<file path="config.mk">
export PLATFORM = sky130hd
export DESIGN_NAME = xlate_buf
export DESIGN_NICKNAME = d
export VERILOG_FILES = /design/src/rtl/xb_pkg.sv /design/src/rtl/xb_cmd_dec.sv /design/src/rtl/xb_victim.sv /design/src/rtl/xb_entry.sv /design/src/rtl/xb_prio_enc.sv /design/src/rtl/xlate_buf.sv
export SDC_FILE = /design/constraint.sdc
export NUM_CORES = 1
export LEC_CHECK = 0
export ABC_AREA = 1
export BUFFER_PORTS_ARGS = -buffer_cell sky130_fd_sc_hd__buf_2
export CORE_UTILIZATION = 30
export CTS_CLUSTER_SIZE = 25
export DETAILED_ROUTE_END_ITERATION = 10
export PLACE_DENSITY_LB_ADDON = 0.15
export SYNTH_ARGS = -nofsm -noshare
export SYNTH_HDL_FRONTEND = slang
export SYNTH_SLANG_ARGS = --single-unit
</file>
<file path="constraint.sdc">
create_clock -name clk -period 3.6 [get_ports clk]
set_clock_uncertainty 0.15 [all_clocks]
set_input_delay 0.72 -clock clk [delete_from_list [all_inputs] [get_ports clk]]
set_output_delay 0.72 -clock clk [all_outputs]
set_load 0.05 [all_outputs]
</file>
<file path="src/rtl/xb_pkg.sv">
// Shared definitions for the translation buffer: the single command that
// wins arbitration in a cycle. Assumes at most one state change per cycle.
package xb_pkg;
    typedef enum logic [2:0] {
        OP_NONE       = 3'd0,
        OP_FLUSH_ALL  = 3'd1,
        OP_FLUSH_PROC = 3'd2,
        OP_FLUSH_PAGE = 3'd3,
        OP_INSERT     = 3'd4,
        OP_ADVANCE    = 3'd5
    } xb_op_e;
endpackage

</file>
<file path="src/rtl/xb_cmd_dec.sv">
// Command arbiter: reduces the command strobes to one operation using the
// fixed priority flush-all > flush-process > flush-page > insert > advance.
// Assumes the strobes are synchronous to the buffer clock.
module xb_cmd_dec
    import xb_pkg::*;
(
    input  logic   flush_all,
    input  logic   flush_proc,
    input  logic   flush_page,
    input  logic   ins_en,
    input  logic   idx_rd,
    input  logic   idx_adv,
    output xb_op_e op
);
    // Priority selection of the winning command
    always_comb begin
        if (flush_all)               op = OP_FLUSH_ALL;
        else if (flush_proc)         op = OP_FLUSH_PROC;
        else if (flush_page)         op = OP_FLUSH_PAGE;
        else if (ins_en)             op = OP_INSERT;
        else if (idx_rd && idx_adv)  op = OP_ADVANCE;
        else                         op = OP_NONE;
    end
endmodule

</file>
<file path="src/rtl/xb_victim.sv">
// Replacement pointer: steps on insert and index advance, wraps from the
// last slot to zero, and returns to zero on flush-all or reset.
// Assumes ENTRIES >= 1 and that op is already arbitrated.
module xb_victim
    import xb_pkg::*;
#(
    parameter int ENTRIES = 8,
    parameter int IDX_W   = 3
) (
    input  logic             clk,
    input  logic             rst_n,
    input  xb_op_e           op,
    output logic [IDX_W-1:0] ptr
);
    localparam logic [IDX_W-1:0] LAST = IDX_W'(ENTRIES - 1);

    // Pointer register update
    always_ff @(posedge clk) begin
        if (!rst_n) begin
            ptr <= '0;
        end else begin
            case (op)
                OP_FLUSH_ALL:         ptr <= '0;
                OP_INSERT, OP_ADVANCE: ptr <= (ptr == LAST) ? '0 : ptr + 1'b1;
                default:              ptr <= ptr;
            endcase
        end
    end
endmodule

</file>
<file path="src/rtl/xb_entry.sv">
// One translation slot: storage for all fields, lookup compare and
// flush-page compare. Writes only when selected by the pointer on insert.
// Assumes op is already arbitrated so only one update applies per cycle.
module xb_entry
    import xb_pkg::*;
#(
    parameter int VPN_W = 20,
    parameter int PPN_W = 16,
    parameter int ASN_W = 8,
    parameter int MODES = 4
) (
    input  logic             clk,
    input  logic             rst_n,
    input  xb_op_e           op,
    input  logic             sel,
    input  logic [VPN_W-1:0] w_vpn,
    input  logic [PPN_W-1:0] w_ppn,
    input  logic [ASN_W-1:0] w_asn,
    input  logic             w_glob,
    input  logic [MODES-1:0] w_rd_en,
    input  logic [MODES-1:0] w_wr_en,
    input  logic             w_flt_rd,
    input  logic             w_flt_wr,
    input  logic [VPN_W-1:0] lk_vpn,
    input  logic [ASN_W-1:0] lk_asn,
    input  logic [VPN_W-1:0] fl_vpn,
    input  logic [ASN_W-1:0] fl_asn,
    output logic             valid,
    output logic [VPN_W-1:0] vpn,
    output logic [PPN_W-1:0] ppn,
    output logic [ASN_W-1:0] asn,
    output logic             glob,
    output logic [MODES-1:0] rd_en,
    output logic [MODES-1:0] wr_en,
    output logic             flt_rd,
    output logic             flt_wr,
    output logic             lk_match
);
    logic fl_match;

    // Lookup compare: tag plus identifier unless global
    always_comb lk_match = valid && (vpn == lk_vpn) && (glob || (asn == lk_asn));

    // Flush-page compare with the same matching rule
    always_comb fl_match = valid && (vpn == fl_vpn) && (glob || (asn == fl_asn));

    // Slot storage update
    always_ff @(posedge clk) begin
        if (!rst_n || op == OP_FLUSH_ALL) begin
            valid  <= 1'b0;
            vpn    <= '0;
            ppn    <= '0;
            asn    <= '0;
            glob   <= 1'b0;
            rd_en  <= '0;
            wr_en  <= '0;
            flt_rd <= 1'b0;
            flt_wr <= 1'b0;
        end else begin
            case (op)
                OP_FLUSH_PROC: if (!glob) valid <= 1'b0;
                OP_FLUSH_PAGE: if (fl_match) valid <= 1'b0;
                OP_INSERT: if (sel) begin
                    valid  <= 1'b1;
                    vpn    <= w_vpn;
                    ppn    <= w_ppn;
                    asn    <= w_asn;
                    glob   <= w_glob;
                    rd_en  <= w_rd_en;
                    wr_en  <= w_wr_en;
                    flt_rd <= w_flt_rd;
                    flt_wr <= w_flt_wr;
                end
                default: ;
            endcase
        end
    end
endmodule

</file>
<file path="src/rtl/xb_prio_enc.sv">
// Lowest-index priority encoder over the slot match vector.
// Assumes N >= 1; idx is 0 when nothing is requested.
module xb_prio_enc #(
    parameter int N     = 8,
    parameter int IDX_W = 3
) (
    input  logic [N-1:0]     req,
    output logic             any,
    output logic [IDX_W-1:0] idx
);
    // Scan from the top so the lowest set bit wins
    always_comb begin
        idx = '0;
        for (int i = N - 1; i >= 0; i--) begin
            if (req[i]) idx = IDX_W'(i);
        end
        any = |req;
    end
endmodule

</file>
<file path="src/rtl/xlate_buf.sv">
// Fully associative translation buffer top. Instantiates the slots, the
// command arbiter, the replacement pointer and the hit encoder, and muxes
// out the hit slot and the pointer slot. Lookup is combinational; all
// updates land on the clock edge. Assumes a single clock domain.
module xlate_buf
    import xb_pkg::*;
#(
    parameter int ENTRIES = 8,
    parameter int VPN_W   = 20,
    parameter int PPN_W   = 16,
    parameter int ASN_W   = 8,
    parameter int MODES   = 4,
    localparam int IDX_W  = (ENTRIES > 1) ? $clog2(ENTRIES) : 1
) (
    input  logic             clk,
    input  logic             rst_n,
    input  logic [VPN_W-1:0] lk_vpn,
    input  logic [ASN_W-1:0] lk_asn,
    output logic             hit,
    output logic [IDX_W-1:0] hit_idx,
    output logic [PPN_W-1:0] hit_ppn,
    output logic             hit_global,
    output logic [MODES-1:0] hit_rd_en,
    output logic [MODES-1:0] hit_wr_en,
    output logic             hit_flt_rd,
    output logic             hit_flt_wr,
    input  logic             ins_en,
    input  logic [VPN_W-1:0] ins_vpn,
    input  logic [PPN_W-1:0] ins_ppn,
    input  logic [ASN_W-1:0] ins_asn,
    input  logic             ins_global,
    input  logic [MODES-1:0] ins_rd_en,
    input  logic [MODES-1:0] ins_wr_en,
    input  logic             ins_flt_rd,
    input  logic             ins_flt_wr,
    input  logic             flush_all,
    input  logic             flush_proc,
    input  logic             flush_page,
    input  logic [VPN_W-1:0] fl_vpn,
    input  logic [ASN_W-1:0] fl_asn,
    input  logic             idx_rd,
    input  logic             idx_adv,
    output logic [IDX_W-1:0] vic_ptr,
    output logic             vic_valid,
    output logic [VPN_W-1:0] vic_vpn,
    output logic [PPN_W-1:0] vic_ppn,
    output logic [ASN_W-1:0] vic_asn,
    output logic             vic_global
);
    xb_op_e               op;
    logic [ENTRIES-1:0]   valid_vec;
    logic [ENTRIES-1:0]   glob_vec;
    logic [ENTRIES-1:0]   match_vec;
    logic [ENTRIES-1:0]   flrd_vec;
    logic [ENTRIES-1:0]   flwr_vec;
    logic [VPN_W-1:0]     vpn_arr   [ENTRIES];
    logic [PPN_W-1:0]     ppn_arr   [ENTRIES];
    logic [ASN_W-1:0]     asn_arr   [ENTRIES];
    logic [MODES-1:0]     rden_arr  [ENTRIES];
    logic [MODES-1:0]     wren_arr  [ENTRIES];
    logic                 any_match;
    logic [IDX_W-1:0]     enc_idx;

    xb_cmd_dec u_dec (
        .flush_all (flush_all),
        .flush_proc(flush_proc),
        .flush_page(flush_page),
        .ins_en    (ins_en),
        .idx_rd    (idx_rd),
        .idx_adv   (idx_adv),
        .op        (op)
    );

    xb_victim #(.ENTRIES(ENTRIES), .IDX_W(IDX_W)) u_vic (
        .clk  (clk),
        .rst_n(rst_n),
        .op   (op),
        .ptr  (vic_ptr)
    );

    for (genvar g = 0; g < ENTRIES; g++) begin : g_slot
        xb_entry #(.VPN_W(VPN_W), .PPN_W(PPN_W), .ASN_W(ASN_W), .MODES(MODES)) u_ent (
            .clk     (clk),
            .rst_n   (rst_n),
            .op      (op),
            .sel     (vic_ptr == IDX_W'(g)),
            .w_vpn   (ins_vpn),
            .w_ppn   (ins_ppn),
            .w_asn   (ins_asn),
            .w_glob  (ins_global),
            .w_rd_en (ins_rd_en),
            .w_wr_en (ins_wr_en),
            .w_flt_rd(ins_flt_rd),
            .w_flt_wr(ins_flt_wr),
            .lk_vpn  (lk_vpn),
            .lk_asn  (lk_asn),
            .fl_vpn  (fl_vpn),
            .fl_asn  (fl_asn),
            .valid   (valid_vec[g]),
            .vpn     (vpn_arr[g]),
            .ppn     (ppn_arr[g]),
            .asn     (asn_arr[g]),
            .glob    (glob_vec[g]),
            .rd_en   (rden_arr[g]),
            .wr_en   (wren_arr[g]),
            .flt_rd  (flrd_vec[g]),
            .flt_wr  (flwr_vec[g]),
            .lk_match(match_vec[g])
        );
    end

    xb_prio_enc #(.N(ENTRIES), .IDX_W(IDX_W)) u_enc (
        .req(match_vec),
        .any(any_match),
        .idx(enc_idx)
    );

    // Hit result mux, forced to zero on a miss
    always_comb begin
        hit        = any_match;
        hit_idx    = any_match ? enc_idx : '0;
        hit_ppn    = any_match ? ppn_arr[enc_idx]  : '0;
        hit_global = any_match ? glob_vec[enc_idx] : 1'b0;
        hit_rd_en  = any_match ? rden_arr[enc_idx] : '0;
        hit_wr_en  = any_match ? wren_arr[enc_idx] : '0;
        hit_flt_rd = any_match ? flrd_vec[enc_idx] : 1'b0;
        hit_flt_wr = any_match ? flwr_vec[enc_idx] : 1'b0;
    end

    // Slot-at-pointer mux for the index-read view
    always_comb begin
        vic_valid  = valid_vec[vic_ptr];
        vic_vpn    = vpn_arr[vic_ptr];
        vic_ppn    = ppn_arr[vic_ptr];
        vic_asn    = asn_arr[vic_ptr];
        vic_global = glob_vec[vic_ptr];
    end
endmodule

</file>
==> impl_metrics.yaml <==
clocking:
  cts.sinks: 451
  clk_pin_slew_ns: 0.06
  hold_buffers: 0
  clkLatencyLatePin_ns: 0.66
  cts_buffer_depth: 3
  clock-root-buffer: "clkbuf_16"
  htreeDepth: 2
  cts_tree: "built"
  numCtsBuffers: 56
floorplan:
  initial_core_util_pct: 30.27
  dieHeight_um: 306.1
  ioPinCount: 199
  num_rows: 111
  dieArea_um2: 93720
  die_w_um: 306.1
  fp.coreArea_um2: 91660
layout:
  finalInstanceArea_um2: 38040
  syn2layout_area_growth_pct: 37.08
  fin_nets: 4969
  drive_gt1_share_pct: 26.58
  finalNonFillerCells: 6072
drt:
  avgRoutedWirePerCell_um: 25.18
  drtPass1Iterations: 6
  final_antenna_net_count: 0
  first_iter_violations: 3338
  wl_um: 152900
  vias: 32949
  via_per_inst: 5.426
  drc: 0
grt:
  grtUsageTotal_pct: 31.44
  antenna_found_initial: 5
  overflow: 0
  grt_pass1_vias: 30977
  grt_pass1_wl_um: 218600
  grt_max_degree: 174
worst_setup_path:
  critPathCaptureType: "output port"
  max_stage_delay_ns: 0.36
  arrival_ns: 3.31
  crit_chain: "nand2_1 > nand2_1 > nor2_2 > nand2_2 > nor2_2 > buf_4 > nand3_2 > nor2_1 > nand2_1 > nand2_1 > nand2_1 > nand2_1 > nand2_2 > nand2_4 > buf_12 > nand2_8 > buf_12 > nand2_2 > nand3_2 > nand2_2 > nand2_2 > nand2_4 > buf_8"
  crit_required_ns: 2.73
  crit_path_frequent_cell: "nand2_1"
  slowest_stage: "dfxtp_4"
  rr_worst_depth: 11
  path_class: "flip-flop to output port"
  path_max_fanout: 8
  critical_path.startpoint_type: "flip-flop"
yosys:
  ys_ff_latch: 451
  seq_area_frac_synth_pct: 32.54
  synth.avg_cell_area_um2: 6.442
  synth_top_area_cell: "dfxtp_1"
  synth_most_common_cell: "nand2_1"
  synthFlopType: "dfxtp_1"
  ys_top_cells_by_area: "dfxtp_1 (33%), o21ai_0 (12%), nand2_1 (11%)"
  synth_nets: 4433
  netlist_area_um2: 27750
  synth_cell_types: 51
  async_reset_ff_share_pct: 0
  synth_commonest_cells: "nand2_1 (780), o21ai_0 (643), a21oi_1 (579)"
  synth_top_area_share_pct: 32.54
  synthCells: 4308
  yosysWarnings: 0
  synth_edf_count: 0
placed_design:
  place_hpwl_um: 110600
  gp_congestion: 1.059
  dp_cells: 5934
  dp_slack_ns: -1.113
  numPortBuffers: 198
  place_area_um2: 33720
timing:
  slew_headroom_pct: 30.09
  period_minus_slack_ns: 4.175
  grt_setup_unrepaired: "yes"
  layout_setup_ws_ns: -0.5753
  fmax_mhz: 239.5
  drv_slew: 0
  tightest_slew_ns: 1.041
  hold_viol: 0
  fin_crit_sh_pct: 116.0
  hold_slack_ns: 0.2751
  finalSetupViolCount: 31
power_and_ir_drop:
  ir_worst_vdd_mv: 0.3709
  p_leak_nw: 15.79
  powerDensity_nw_per_um2: 327.4
job:
  cap_violations: 0
hold_path:
  hp-class: "input port to flip-flop"
  hold_depth: 3
outcome:
  violations: "setup timing"
  status: "finished with violations"
[area by class of cell]
type / instances / area (µm²)
fill: 9779 / 53620
multi-input combinational: 3125 / 17100
sequential: 451 / 9116
timing repair buffer: 792 / 6814
inverter: 417 / 1619
clock buffer: 76 / 1588
tap: 1186 / 1484
clock inverter: 22 / 307.8
timing repair inverter: 1 / 8.758
antenna: 2 / 5.005
[stage by stage]
step	total power, mW	TNS (ns)	utilization (%)
finish	12.45	-15.63	41.50
floorplan	5.891	0	-
CTS	12.52	-15.39	40.60
detailed placement	6.525	-30.37	36.79
global placement	6.535	-29.80	36.79
global route	12.83	-18.82	41.50
[metal layers]
metal	vias to the layer above	track usage [%]	wire, µm
met5	-	0	40
met4	6	11.28	5867
met3	239	4.942	10940
met2	1345	50.83	69420
met1	15683	42.15	66600
li1	15676	-	-
[flip-flops by register name, indices dropped and copies added (netlist names)]
signal and count:
g_slot.u_ent.asn 64, g_slot.u_ent.flt_rd 8, g_slot.u_ent.flt_wr 8, g_slot.u_ent.glob 8, g_slot.u_ent.ppn 128, g_slot.u_ent.rd_en 32
g_slot.u_ent.valid 8, g_slot.u_ent.vpn 160, g_slot.u_ent.wr_en 32, u_vic.ptr 3
[final timing paths]
kind	start	to	slack (ns)
worst max-delay path	g_slot[7].u_ent.vpn[11]$_SDFFE_PP0P_	hit_ppn[2]	-0.58
worst min-delay path	ins_vpn[17]	g_slot[6].u_ent.vpn[17]$_SDFFE_PP0P_	0.28
worst max register to register	g_slot[2].u_ent.vpn[19]$_SDFFE_PP0P_	g_slot[2].u_ent.valid$_SDFFE_PP0P_	0.91
worst min register to register	g_slot[5].u_ent.ppn[7]$_SDFFE_PP0P_	g_slot[5].u_ent.ppn[7]$_SDFFE_PP0P_	0.39
[logic make-up (layout without fill, tap and decap cells)]
| kind of cell | Yosys count | after routing | share of synthesized area, % |
|---|---|---|---|
| flops | 451 | 451 | 32.54 |
| xor+xnor | 162 | 162 | 5.113 |
| compound gates | 1426 | 1426 | 27.30 |
| buf+inv | 733 | 1308 | 10.77 |
| other cells | 0 | 2 | 0 |
| fa+ha+maj | 6 | 6 | 0.2705 |
| simple gates | 1530 | 1531 | 24.01 |
[report_power, final]
part	total [mW]	leakage, nW	switching [mW]	internal, mW
combinational	1.48	11.2	1.02	0.457
clock	5.97	0.941	2.46	3.51
sequential	5.01	3.66	0.0109	5.00
[cell usage in the layout (no fill, tap or decap), drive strengths merged, types with 8 or more instances in the layout]
cell	count
a21oi	580
a221oi	28
a31oi	46
buf	782
clkbuf	86
clkinv	20
dfxtp	451
inv	414
nand2	786
nand3	337
nand4	62
nor2	259
nor3	41
nor4	20
o2111ai	22
o211ai	9
o21ai	645
o22ai	74
o41ai	8
xnor2	86
xor2	76
[worst max-delay path, delay by kind of cell (launching register included)]
family / cells / cell delay (ns)
AND/OR/NAND/NOR: 19 / 1.74
buffers and inverters: 4 / 0.58
flip-flops: 1 / 0.36
[repair_timing]
item / 4_1_cts / 5_1_grt
pin swaps: 95 / 125
buffers inserted: 23 / 5
gates resized for setup: 319 / 212
setup endpoints to repair: 39 / 37
cloned: 12 / 5
Power figures use the tool's default switching activity.
